--- src/rtl/fi_pkg.sv ---
`timescale 1ns/1ps
package fi_pkg;

   localparam int FI_MAX_FLIPS = 4;
   localparam int FI_CNT_W     = 3;

   typedef logic [FI_CNT_W-1:0] fi_cnt_t;

   // Requested flips are limited to 1..FI_MAX_FLIPS.
   function automatic fi_cnt_t fi_limit_flips(input fi_cnt_t req);
      fi_cnt_t r;
      if (req == '0)
         r = fi_cnt_t'(1);
      else if (int'(req) > FI_MAX_FLIPS)
         r = fi_cnt_t'(FI_MAX_FLIPS);
      else
         r = req;
      return r;
   endfunction

endpackage

--- src/rtl/fi_lfsr.sv ---
`timescale 1ns/1ps
module fi_lfsr #(
   parameter int           W    = 32,
   parameter logic [W-1:0] SEED = '1
) (
   input  logic         clk,
   input  logic         rst_n,
   output logic [W-1:0] state
);

   logic [W-1:0] nxt;

   // Galois right-shift form; the feedback polynomial is chosen per width.
   generate
      if (W == 16) begin : g_w16
         localparam logic [W-1:0] TAPS = W'(32'h0000_B400);
         assign nxt = state[0] ? ((state >> 1) ^ TAPS) : (state >> 1);
      end else if (W == 24) begin : g_w24
         localparam logic [W-1:0] TAPS = W'(32'h00E1_0000);
         assign nxt = state[0] ? ((state >> 1) ^ TAPS) : (state >> 1);
      end else if (W == 32) begin : g_w32
         localparam logic [W-1:0] TAPS = W'(32'h8020_0003);
         assign nxt = state[0] ? ((state >> 1) ^ TAPS) : (state >> 1);
      end else begin : g_bad_width
         $error("fi_lfsr: width must be 16, 24 or 32");
         assign nxt = state;
      end
      if (SEED == '0) begin : g_bad_seed
         $error("fi_lfsr: seed must be nonzero");
      end
   endgenerate

   always_ff @(posedge clk or negedge rst_n) begin
      if (!rst_n)
         state <= SEED;
      else
         state <= nxt;
   end

endmodule

--- src/rtl/fi_mask_builder.sv ---
`timescale 1ns/1ps
module fi_mask_builder
   import fi_pkg::*;
#(
   parameter int DATA_W = 16,
   parameter int POS_W  = 4
) (
   input  logic              clk,
   input  logic              rst_n,
   input  fi_cnt_t           need,
   input  logic [POS_W-1:0]  draw_pos,
   input  logic              consume,
   output logic [DATA_W-1:0] mask,
   output logic              ready
);

   fi_cnt_t           need_q;
   fi_cnt_t           cnt_q;
   logic [DATA_W-1:0] mask_q;
   logic [DATA_W-1:0] cand;
   logic              cand_ok;
   logic              count_changed;
   logic              filling;

   // A draw beyond the word gives an empty candidate and is discarded.
   assign cand          = DATA_W'(1) << draw_pos;
   assign cand_ok       = (cand != '0) && ((cand & mask_q) == '0);
   assign count_changed = (need != need_q);
   assign filling       = (cnt_q != need_q);

   always_ff @(posedge clk or negedge rst_n) begin
      if (!rst_n) begin
         need_q <= fi_cnt_t'(1);
         cnt_q  <= '0;
         mask_q <= '0;
      end else if (count_changed) begin
         need_q <= need;
         cnt_q  <= '0;
         mask_q <= '0;
      end else if (consume) begin
         cnt_q  <= '0;
         mask_q <= '0;
      end else if (filling && cand_ok) begin
         cnt_q  <= cnt_q + fi_cnt_t'(1);
         mask_q <= mask_q | cand;
      end
   end

   assign mask  = mask_q;
   assign ready = !count_changed && !filling;

endmodule

--- src/rtl/fi_trigger.sv ---
`timescale 1ns/1ps
module fi_trigger #(
   parameter int NUM_PE = 4,
   parameter int RATE_W = 8,
   parameter int IDX_W  = 2
) (
   input  logic              enable,
   input  logic [RATE_W-1:0] rate,
   input  logic [RATE_W-1:0] rand_rate,
   input  logic [IDX_W-1:0]  rand_idx,
   input  logic [NUM_PE-1:0] busy,
   input  logic              mask_ready,
   output logic              fire,
   output logic [IDX_W-1:0]  target
);

   localparam int SLOTS = 1 << IDX_W;

   logic [SLOTS-1:0] busy_ext;
   logic             idx_ok;
   logic             hit_busy;
   logic             roll_ok;

   generate
      if (SLOTS > NUM_PE) begin : g_pad
         assign busy_ext = {{(SLOTS-NUM_PE){1'b0}}, busy};
      end else begin : g_exact
         assign busy_ext = busy;
      end
   endgenerate

   assign idx_ok   = (int'(rand_idx) < NUM_PE);
   assign hit_busy = busy_ext[rand_idx];
   assign roll_ok  = (rand_rate < rate);
   assign fire     = enable && mask_ready && roll_ok && idx_ok && hit_busy;
   assign target   = rand_idx;

endmodule

--- src/rtl/fi_corrupt.sv ---
`timescale 1ns/1ps
module fi_corrupt #(
   parameter int DATA_W = 16
) (
   input  logic [DATA_W-1:0] clean,
   input  logic              hit,
   input  logic [DATA_W-1:0] mask,
   output logic [DATA_W-1:0] dirty
);

   assign dirty = hit ? (clean ^ mask) : clean;

endmodule

--- src/rtl/fi_fault_injector.sv ---
`timescale 1ns/1ps
module fi_fault_injector
   import fi_pkg::*;
#(
   parameter int          NUM_PE    = 4,
   parameter int          DATA_W    = 16,
   parameter int          RATE_W    = 8,
   parameter int          LFSR_W    = 32,
   parameter logic [31:0] LFSR_SEED = 32'h5EED_C0DE,
   localparam int         IDX_W     = (NUM_PE > 1) ? $clog2(NUM_PE) : 1
) (
   input  logic                     clk,
   input  logic                     rst_n,
   input  logic                     inject_en,
   input  logic [RATE_W-1:0]        rate,
   input  logic [FI_CNT_W-1:0]      flip_count,
   input  logic [NUM_PE-1:0]        pe_busy,
   input  logic [NUM_PE*DATA_W-1:0] pe_data_in,
   output logic [NUM_PE*DATA_W-1:0] pe_data_out,
   output logic                     evt_valid,
   output logic [IDX_W-1:0]         evt_pe,
   output logic [DATA_W-1:0]        evt_mask
);

   localparam int POS_W = (DATA_W > 1) ? $clog2(DATA_W) : 1;
   localparam int USED  = RATE_W + IDX_W + POS_W;

   generate
      if (NUM_PE < 1) begin : g_bad_pe
         $error("fi_fault_injector: NUM_PE must be at least 1");
      end
      if (DATA_W < FI_MAX_FLIPS) begin : g_bad_data
         $error("fi_fault_injector: DATA_W too narrow for the largest flip count");
      end
      if (LFSR_W < USED) begin : g_bad_lfsr
         $error("fi_fault_injector: LFSR too narrow for the random fields");
      end
      if (RATE_W < 1) begin : g_bad_rate
         $error("fi_fault_injector: RATE_W must be at least 1");
      end
   endgenerate

   logic [LFSR_W-1:0] rnd;
   logic [RATE_W-1:0] rnd_rate;
   logic [IDX_W-1:0]  rnd_idx;
   logic [POS_W-1:0]  rnd_pos;
   logic              unused_rnd_bits;
   fi_cnt_t           need;
   logic [DATA_W-1:0] built_mask;
   logic              built_ready;
   logic              fire;
   logic [IDX_W-1:0]  fire_pe;
   logic              ev_q;
   logic [IDX_W-1:0]  ev_pe_q;
   logic [DATA_W-1:0] ev_mask_q;

   fi_lfsr #(
      .W    (LFSR_W),
      .SEED (LFSR_W'(LFSR_SEED))
   ) u_lfsr (
      .clk   (clk),
      .rst_n (rst_n),
      .state (rnd)
   );

   // Separate fields of one state word: rate roll, target, bit position.
   assign rnd_rate        = rnd[RATE_W-1:0];
   assign rnd_idx         = rnd[RATE_W +: IDX_W];
   assign rnd_pos         = rnd[LFSR_W-1 -: POS_W];
   assign unused_rnd_bits = ^rnd;

   assign need = fi_limit_flips(flip_count);

   fi_mask_builder #(
      .DATA_W (DATA_W),
      .POS_W  (POS_W)
   ) u_mask (
      .clk      (clk),
      .rst_n    (rst_n),
      .need     (need),
      .draw_pos (rnd_pos),
      .consume  (fire),
      .mask     (built_mask),
      .ready    (built_ready)
   );

   fi_trigger #(
      .NUM_PE (NUM_PE),
      .RATE_W (RATE_W),
      .IDX_W  (IDX_W)
   ) u_trig (
      .enable     (inject_en),
      .rate       (rate),
      .rand_rate  (rnd_rate),
      .rand_idx   (rnd_idx),
      .busy       (pe_busy),
      .mask_ready (built_ready),
      .fire       (fire),
      .target     (fire_pe)
   );

   always_ff @(posedge clk or negedge rst_n) begin
      if (!rst_n) begin
         ev_q      <= 1'b0;
         ev_pe_q   <= '0;
         ev_mask_q <= '0;
      end else if (fire) begin
         ev_q      <= 1'b1;
         ev_pe_q   <= fire_pe;
         ev_mask_q <= built_mask;
      end else begin
         ev_q      <= 1'b0;
         ev_mask_q <= '0;
      end
   end

   generate
      for (genvar p = 0; p < NUM_PE; p++) begin : g_pe
         logic hit;
         assign hit = ev_q && (int'(ev_pe_q) == p);
         fi_corrupt #(
            .DATA_W (DATA_W)
         ) u_corrupt (
            .clean (pe_data_in[p*DATA_W +: DATA_W]),
            .hit   (hit),
            .mask  (ev_mask_q),
            .dirty (pe_data_out[p*DATA_W +: DATA_W])
         );
      end
   endgenerate

   assign evt_valid = ev_q;
   assign evt_pe    = ev_pe_q;
   assign evt_mask  = ev_mask_q;

endmodule

--- config.mk ---
export PLATFORM = sky130hd
export DESIGN_NAME = fi_fault_injector
export DESIGN_NICKNAME = d
export VERILOG_FILES = /design/src/rtl/fi_pkg.sv /design/src/rtl/fi_lfsr.sv /design/src/rtl/fi_mask_builder.sv /design/src/rtl/fi_trigger.sv /design/src/rtl/fi_corrupt.sv /design/src/rtl/fi_fault_injector.sv
export SDC_FILE = /design/constraint.sdc
export NUM_CORES = 1
export LEC_CHECK = 0
export CORE_MARGIN = 1.5
export CORE_UTILIZATION = 37
export DETAILED_ROUTE_END_ITERATION = 12
export GPL_TIMING_DRIVEN = 0
export PLACE_DENSITY = 0.68
export SYNTH_ARGS = -nofsm -noshare
export SYNTH_HDL_FRONTEND = slang
export SYNTH_SLANG_ARGS = --single-unit
--- constraint.sdc ---
create_clock -name clk -period 2.5 [get_ports clk]
set_clock_uncertainty 0.15 [all_clocks]
set_input_delay 0.375 -clock clk [delete_from_list [all_inputs] [get_ports clk]]
set_output_delay 0.375 -clock clk [all_outputs]
set_load 0.1 [all_outputs]
==> flow_summary.json, run 1 <==
{
  "hold_viol": 23,
  "required_ns": 1.98,
  "status": "complete, but fails checks",
  "power.leakage_uw": 0.00329,
  "drv_cap": 0,
  "violations": "negative hold slack",
  "power.density_nw_per_um2": 436,
  "seq_area_frac_synth_pct": 48.9,
  "tns_ns": 0,
  "die_area_um2": 10800,
  "yosys_register_bits": 73,
  "place_inst": 656,
  "min_path_type": "in -> async",
  "antenna_found_initial": 0,
  "path_max_fanout": 5,
  "syn_nets": 449,
  "start_util_pct": 38.4,
  "drtIter0Drc": 103,
  "most-common-layout-cells": "84 x clkdlybuf4s50_1, 64 x xnor2_4, 42 x dfrtp_1",
  "multi_input_area_um2": 3140,
  "clkSinkCount": 73,
  "grt_pass1_wl_um": 19200,
  "clockRootBuffer": "clkbuf_8",
  "first_global_vias": 3419,
  "cp_num_buf_inv": 1,
  "ys.flop_type": "dfrtp_1",
  "drive_gt1_share_pct": 44.4,
  "syn_area_per_cell_um2": 10.5,
  "fp.dieH_um": 104,
  "final-setup-viol-count": 0,
  "slowest_delay_ns": 1.16,
  "worst_setup_path_start_kind": "flop",
  "slew_viol_final": 0,
  "synth_edf_count": 0,
  "syn_inst": 359,
  "final_area_um2": 7610,
  "grt_util_all_layers_pct": 23.0,
  "cts_max_level": 3,
  "viasPerCell": 5.00,
  "final_common_cell": "clkdlybuf4s50_1",
  "die_w_um": 104,
  "fin_nets": 632,
  "core_area_um2": 9860,
  "slowest_stage": "clkdlybuf4s50_1",
  "final_cells": 680,
  "syn_area_um2": 3790,
  "whs_ns": -0.0110,
  "path_clk_slew_ns": 0.07,
  "ir_drop_mv": 0.482,
  "period_share_pct": 98.6,
  "io_buffers": 164,
  "cp.arrival_ns": 1.94,
  "slew_headroom_pct": 33.0,
  "cts_buffers": 9,
  "clock_latency_ns": 0.34,
  "yosysWarningCount": 0,
  "post-dp-hpwl_um": 9190,
  "drc": 0,
  "fmax_ghz": 0.406,
  "place_congestion": 0.957,
  "ant_nets": 0,
  "grt_max_degree": 74,
  "drt-total-wl_um": 12000,
  "placed_cell_area_um2": 6910,
  "routedWlPerCell_um": 17.7,
  "tightest_slew_ns": 1.00,
  "ctsHoldBuffers": 0,
  "cp_top_family": "buffers and inverters",
  "synth-async-reset-ratio_pct": 100,
  "regArea_um2": 1870,
  "period_needed_ns": 2.47,
  "row_count": 36,
  "crit_path_end_kind": "output port",
  "num_vias": 3399,
  "synth_cell_types": 45,
  "cts_tree": "done",
  "fillerInstances": 630,
  "overflow": 0,
  "rsz0062_at_grt": "true",
  "cts_buffer_depth": 2,
  "area_growth_pct": 101,
  "criticalPathCategory": "reg -> out",
  "num_antenna_cells": 0,
  "crit_chain": "clkdlybuf4s50_1",
  "firstDrtPassIters": 4,
  "ioPinCount": 165
}
[flip-flops by register name, indices dropped and copies added (netlist names)]
signal,flops
u_mask.need_q,3
evt_pe,2
u_mask.mask,16
u_lfsr.state,32
evt_valid,1
u_mask.cnt_q,3
evt_mask,16
[final timing paths]
| kind | start | endpoint | slack [ns] | cells after the start |
|---|---|---|---|---|
| setup / recovery | evt_mask[6] | evt_mask[6] | 0.03 | 1 |
| hold / removal | rst_n | u_lfsr.state[13] | -0.01 | 1 |
| setup reg to reg | u_lfsr.state[30] | u_mask.mask[9] | 0.11 | 9 |
| hold reg to reg | u_lfsr.state[19] | u_lfsr.state[18] | 0.21 | 0 |
| max in group asynchronous | rst_n | evt_pe[0] | 1.57 | 1 |
| min in group clk | u_lfsr.state[19] | u_lfsr.state[18] | 0.21 | 0 |
[per-layer routing]
metal  track usage (%)  up-vias  wire length (µm)
li1                  -     1596                 -
met1              29.4     1657              4910
met2              40.0      130              6280
met3              4.70       16               620
met4              5.16        0               196
met5                 0        -                 0
[timing repair]
action	CTS	global route
endpoints found under the setup margin	89	89
buffers inserted	2	6
pin swaps	1	4
gates resized for setup	461	85
gates cloned	0	0
[layout make-up]
cell class | instances | area share, %
multi-input cells | 254 | 41.2
plain buffers | 22 | 2.42
well taps | 133 | 2.19
inverters | 10 | 0.493
clock buffers | 9 | 1.63
repair buffers | 172 | 25.9
clock inverters | 7 | 1.64
flip-flops and latches | 73 | 24.6
[synthesized netlist by cell type (2+ instances only)]
cell type / instances / area (µm²)
and2b_1: 2 / 15.0
nor2b_1: 6 / 37.5
a31oi_1: 18 / 113
xor2_1: 6 / 52.6
mux2i_1: 4 / 40.0
and2_1: 17 / 106
clkbuf_1: 11 / 41.3
nor2_1: 23 / 86.3
dfrtp_1: 53 / 1330
a21oi_1: 5 / 25.0
buf_1: 6 / 22.5
mux2_2: 2 / 22.5
buf_6: 2 / 22.5
buf_2: 2 / 10.0
dfstp_2: 20 / 526
nor3_2: 2 / 20.0
nor2_2: 3 / 18.8
ha_1: 8 / 100
xnor2_1: 67 / 587
nand4_1: 2 / 12.5
a311o_1: 2 / 20.0
inv_1: 10 / 37.5
nor3b_1: 3 / 22.5
nand3_1: 64 / 320
[report_power, final]
group | switching [µW] | internal, µW
registers | 6.32 | 1190
clock network | 440 | 673
logic | 611 | 405
total | 1060 | 2270
[per-stage QoR]
step	total power, µW	setup slack (ns)	utilization (%)
3_3_place_gp	2150	-1.75	70.0
3_5_place_dp	2160	-0.648	70.0
5_1_grt	3430	-0.0719	77.2
6_report	3320	0.0346	77.2
2_1_floorplan	1820	-0.0456	-
4_1_cts	3310	-0.0653	73.8
[cell families after synthesis]
kind of cell	Yosys count	synth area share (%)
AO/OA/AOI/OAI	33	5.92
XOR/XNOR	73	16.9
adder cells (fa/ha/maj)	8	2.64
buffers and inverters	32	3.73
flip-flops	73	48.9
multiplexers	7	2.25
AND/OR/NAND/NOR	133	19.7
Note: power is estimated with default switching activity, not from simulation.
==> run 2: changes to the inputs <==
--- a/config.mk
+++ b/config.mk
@@ -10,5 +10,6 @@
 export DETAILED_ROUTE_END_ITERATION = 12
 export GPL_TIMING_DRIVEN = 0
-export PLACE_DENSITY = 0.68
+export HOLD_SLACK_MARGIN = 0.15
+export PLACE_DENSITY = 0.71
 export SYNTH_ARGS = -nofsm -noshare
 export SYNTH_HDL_FRONTEND = slang
==> constraint.sdc (replaced) <==
create_clock -name clk -period 2.15 [get_ports clk]
set_clock_uncertainty 0.15 [all_clocks]
set_input_delay 0.3225 -clock clk [delete_from_list [all_inputs] [get_ports clk]]
set_output_delay 0.3225 -clock clk [all_outputs]
set_load 0.02 [all_outputs]
==> run 2 against run 1 <==
Compared with the run above:
- the run ends with negative setup slack left
- die area is the same
- cell area fell by 4.2%
- sequential share of layout area is 0.90 points higher
- largest cell class unchanged
==> flow_summary.json, run 2 (synthesized netlist as in run 1, its figures left out) <==
{
  "status": "complete, but fails checks",
  "violations": "negative setup slack",
  "power.leakage_uw": 0.00294,
  "crit_chain": "buf_6, nor2_4, buf_8, nand3_4, xnor2_2, buf_4",
  "num_vias": 3741,
  "slowest_stage": "dfrtp_2",
  "grt_max_degree": 74,
  "post-dp-hpwl_um": 9040,
  "io_buffers": 164,
  "grt_pass1_wl_um": 19600,
  "drc": 0,
  "fin_nets": 671,
  "placed_cell_area_um2": 5600,
  "num_antenna_cells": 0,
  "largest_reg_flops": 32,
  "grt_util_all_layers_pct": 23.5,
  "final_cells": 719,
  "ir_drop_mv": 0.535,
  "cp.arrival_ns": 1.87,
  "fin_ws_ns": -0.190,
  "intPower_uw": 2150,
  "slowest_delay_ns": 0.46,
  "slew_viol_final": 0,
  "clkPwrFrac_pct": 32.0,
  "fmax_ghz": 0.427,
  "cp_top_family": "buffers and inverters",
  "period_share_pct": 109,
  "hold_viol": 0,
  "drtIter0Drc": 182,
  "top_register": "u_lfsr.state",
  "cp_num_buf_inv": 3,
  "power.switching_uw": 843,
  "min_path_type": "reg -> reg",
  "first_global_vias": 3495,
  "power_frac_seq_pct": 46.4,
  "fp.dieH_um": 104,
  "power_uw": 3000,
  "core_area_um2": 9860,
  "firstDrtPassIters": 4,
  "clockRootBuffer": "clkbuf_8",
  "viasPerCell": 5.20,
  "final_area_um2": 7290,
  "final-setup-viol-count": 71,
  "ioPinCount": 165,
  "slew_headroom_pct": 40.4,
  "path_max_fanout": 6,
  "drt-total-wl_um": 14600,
  "antenna_found_initial": 0,
  "combPwrFrac_pct": 21.6,
  "crit_path_end_kind": "output port",
  "switching_share_pct": 28.1,
  "die_area_um2": 10800,
  "most-common-layout-cells": "99 x clkdlybuf4s50_1, 74 x buf_4, 47 x dfrtp_1",
  "drv_cap": 0,
  "tightest_slew_ns": 0.895,
  "overflow": 0,
  "cts_buffer_depth": 2,
  "place_congestion": 0.895,
  "clock_latency_ns": 0.36,
  "cts_max_level": 3,
  "period_needed_ns": 2.34,
  "clkSinkCount": 73,
  "drive_gt1_share_pct": 50.3,
  "cts_tree": "done",
  "area_growth_pct": 92.6,
  "place_inst": 656,
  "row_count": 36,
  "start_util_pct": 38.4,
  "final_common_cell": "clkdlybuf4s50_1",
  "fillerInstances": 608,
  "reg2reg_slack_ns": -0.16,
  "routedWlPerCell_um": 20.4,
  "worst_setup_path_start_kind": "flop",
  "required_ns": 1.68,
  "ant_nets": 0,
  "power.density_nw_per_um2": 411,
  "path_clk_slew_ns": 0.08,
  "cts_buffers": 9,
  "criticalPathCategory": "reg -> out",
  "die_w_um": 104,
  "fin_util_pct": 73.9,
  "rsz0062_at_grt": "true"
}
==> run 2: cell count changes in the layout (fill, tap and decap cells not counted), moves of 9 or more <==
cell,change
buf_12,-17
buf_4,+55
buf_8,-9
clkdlybuf4s50_1,+15
nand3_1,-30
nand3_2,-9
nand3_4,+39
xnor2_1,+24
xnor2_2,+39
xnor2_4,-63
==> run 2: cell type report <==
type,instances,area (µm²),area share [%]
inverters,10,37.5,0.515
flip-flops and latches,73,1860,25.5
well taps,133,166,2.28
repair buffers,214,2010,27.6
plain buffers,19,208,2.85
clock buffers,9,124,1.70
clock inverters,7,57.6,0.789
multi-input cells,254,2830,38.8
==> run 2: worst paths after layout <==
path	startpoint	endpoint	cells past startpoint
setup / recovery	evt_pe[1]	pe_data_out[1]	6
hold / removal	u_lfsr.state[13]	u_lfsr.state[12]	0
setup reg to reg	u_lfsr.state[28]	u_mask.mask[4]	10
hold reg to reg	u_lfsr.state[13]	u_lfsr.state[12]	0
max in group asynchronous	rst_n	evt_valid	2
min in group asynchronous	rst_n	u_lfsr.state[24]	2
==> run 2: metal layers <==
layer | vias to the layer above | global-route usage, % | routed length, µm
li1 | 1686 | - | -
met1 | 1840 | 28.2 | 5610
met2 | 167 | 41.3 | 7520
met3 | 48 | 5.51 | 867
met4 | 0 | 7.94 | 635
met5 | - | 0 | 0
==> run 2: timing repair <==
item	CTS	global route
pin swaps	35	75
setup endpoints to repair	101	101
endpoints found under the hold margin	53	0
resized for setup	393	204
hold buffers	1	0
gates cloned	3	2
buffers inserted	25	19
==> run 2: power by group through the flow <==
| stage | combinational (µW) | clock, µW | sequential [µW] |
|---|---|---|---|
| 6_report | 648 | 960 | 1390 |
| 3_3_place_gp | 546 | 0 | 1410 |
| 2_1_floorplan | 208 | 0 | 1410 |
| 3_5_place_dp | 549 | 0 | 1410 |
| 5_1_grt | 679 | 1040 | 1390 |
| 4_1_cts | 576 | 978 | 1390 |
==> run 2: per-stage QoR <==
step                hold WS, ns  setup TNS (ns)  setup WS, ns
global placement          0.183         -151.76         -1.65
floorplan                -0.123          -0.876       -0.0862
finish                    0.197           -6.89        -0.190
global route              0.206          -12.77        -0.258
detailed placement        0.189          -49.10        -0.754
CTS                       0.207           -3.77        -0.183
==> run 3: changes to the inputs <==
Settings changed: GPL_TIMING_DRIVEN 0 to default.
==> run 3 against run 2 <==
Compared with the run above:
- the flow still finishes with violations (negative setup slack)
- largest cell class unchanged
- sequential share of layout area up 1.7 points
- register-to-register slack improved by 0.07 ns
- worst hold slack improved by 0.0075 ns
- critical path type unchanged
- power decreased by 1.3%
- maximum frequency up 4.5%
==> flow_summary.json, run 3 (synthesized netlist as in run 1, its figures left out) <==
{
  "power.switching_uw": 817,
  "power.leakage_uw": 0.00281,
  "timing.rr.start": "u_lfsr.state[30]",
  "crit_path_end_kind": "output port",
  "ir_drop_mv": 0.487,
  "drtIter0Drc": 143,
  "core_area_um2": 9860,
  "path_clk_slew_ns": 0.08,
  "fmax_ghz": 0.447,
  "start_util_pct": 38.4,
  "final-setup-viol-count": 44,
  "rsz0062_at_grt": "true",
  "cts_tree": "done",
  "cts_buffer_depth": 2,
  "post-dp-hpwl_um": 8650,
  "ant_nets": 0,
  "tightest_slew_ns": 0.508,
  "cts_max_level": 3,
  "path_max_fanout": 8,
  "hp-start": "u_lfsr.state[10]",
  "drv_cap": 0,
  "slew_headroom_pct": 66.0,
  "fp.dieH_um": 104,
  "grt_max_degree": 74,
  "slew_viol_final": 0,
  "area_growth_pct": 80.5,
  "die_area_um2": 10800,
  "final_common_cell": "clkdlybuf4s50_1",
  "overflow": 0,
  "cp_top_family": "flip-flops",
  "first_global_vias": 3383,
  "cp.arrival_ns": 1.77,
  "drt-total-wl_um": 13000,
  "drive_gt1_share_pct": 44.1,
  "required_ns": 1.68,
  "reg2reg_slack_ns": -0.09,
  "antenna_found_initial": 0,
  "combPwrFrac_pct": 20.1,
  "fillerInstances": 714,
  "power_frac_seq_pct": 47.0,
  "fin_ws_ns": -0.0880,
  "post-place-ws_ns": -0.363,
  "top_register": "u_lfsr.state",
  "largest_reg_flops": 32,
  "clkSinkCount": 73,
  "viasPerCell": 5.09,
  "drc": 0,
  "ioPinCount": 165,
  "period_share_pct": 104,
  "hold_viol": 0,
  "num_antenna_cells": 0,
  "slowest_stage": "dfrtp_2",
  "fin_util_pct": 69.3,
  "status": "complete, but fails checks",
  "r2r-end": "u_mask.mask[2]",
  "period_needed_ns": 2.24,
  "worst-path-stages": 5,
  "clock_latency_ns": 0.35,
  "fin_nets": 645,
  "ff2ff_path_depth": 8,
  "num_vias": 3524,
  "intPower_uw": 2140,
  "slowest_delay_ns": 0.46,
  "crit_chain": "nor2b_4, buf_12, nand3_4, xnor2_2, buf_4",
  "place_inst": 665,
  "cts_buffers": 9,
  "power.density_nw_per_um2": 433,
  "min_to": "u_lfsr.state[9]",
  "clockRootBuffer": "clkbuf_8",
  "cp_num_buf_inv": 2,
  "most-common-layout-cells": "97 x clkdlybuf4s50_1, 73 x buf_4, 49 x dfrtp_1",
  "violations": "negative setup slack",
  "criticalPathCategory": "reg -> out",
  "io_buffers": 164,
  "routedWlPerCell_um": 18.8,
  "place_congestion": 0.888,
  "firstDrtPassIters": 4,
  "row_count": 36,
  "die_w_um": 104,
  "final_cells": 693,
  "switching_share_pct": 27.6,
  "worst_setup_path_start_kind": "flop",
  "grt_util_all_layers_pct": 22.0,
  "clkPwrFrac_pct": 33.0,
  "min_path_type": "reg -> reg",
  "grt_pass1_wl_um": 18500,
  "critPathLaunch": "evt_pe[1]",
  "whs_path_depth": 0
}
## run 3: through the flow
stage / power (µW) / setup TNS, ns / hold slack, ns / area (µm²)
after global routing: 3090 / -7.50 / 0.206 / 6840
after global placement: 1970 / -10.37 / 0.182 / 5780
after CTS: 2920 / -0.709 / 0.208 / 5810
final: 2960 / -1.73 / 0.205 / 6840
after detailed placement: 1970 / -11.93 / 0.189 / 5780
after floorplan: 1620 / -0.876 / -0.123 / 3800
## run 3: power groups by stage
stage | Combinational [µW] | Sequential, µW | Clock (µW)
after detailed placement | 560 | 1410 | 0
final | 594 | 1390 | 975
after global routing | 629 | 1390 | 1070
after global placement | 558 | 1410 | 0
after floorplan | 208 | 1410 | 0
after CTS | 517 | 1390 | 1010
## run 3: cell type report
| class | count | area [µm²] | area share, % |
|---|---|---|---|
| clock buffers | 9 | 124 | 1.81 |
| clock inverters | 7 | 60.1 | 0.879 |
| flip-flops and latches | 73 | 1860 | 27.2 |
| repair buffers | 207 | 2020 | 29.5 |
| well taps | 133 | 166 | 2.43 |
| inverters | 10 | 37.5 | 0.549 |
| multi-input cells | 254 | 2570 | 37.7 |
## run 3: how the worst max path moves through the flow
stage and endpoint:
2_1_floorplan u_mask.mask[12], 3_3_place_gp evt_pe[0], 3_5_place_dp evt_pe[1], 4_1_cts u_mask.mask[2], 5_1_grt u_mask.mask[13], 6_report pe_data_out[33]
## run 3: worst register-to-register path: cells and delay by family (launching register included)
| family | cells | cell delay [ns] |
|---|---|---|
| AOI/OAI and AO/OA | 3 | 0.85 |
| buffers and inverters | 2 | 0.32 |
| DFF | 1 | 0.40 |
| and+or+nand+nor | 3 | 0.45 |
## run 3: repair_timing
action	CTS	global route
pin swaps	1	52
setup buffers	2	5
resized for setup	297	198
hold buffers	1	0
endpoints found under the hold margin	73	0
setup endpoints to repair	82	90
cloned	2	4
## run 3: per-layer routing
layer  vias to the layer above  wire (µm)  track usage, %
li1                       1634          -               -
met3                        29        722            5.64
met1                      1729       5300            28.1
met5                         -          0               0
met2                       132       6550            36.7
met4                         0        460            6.94
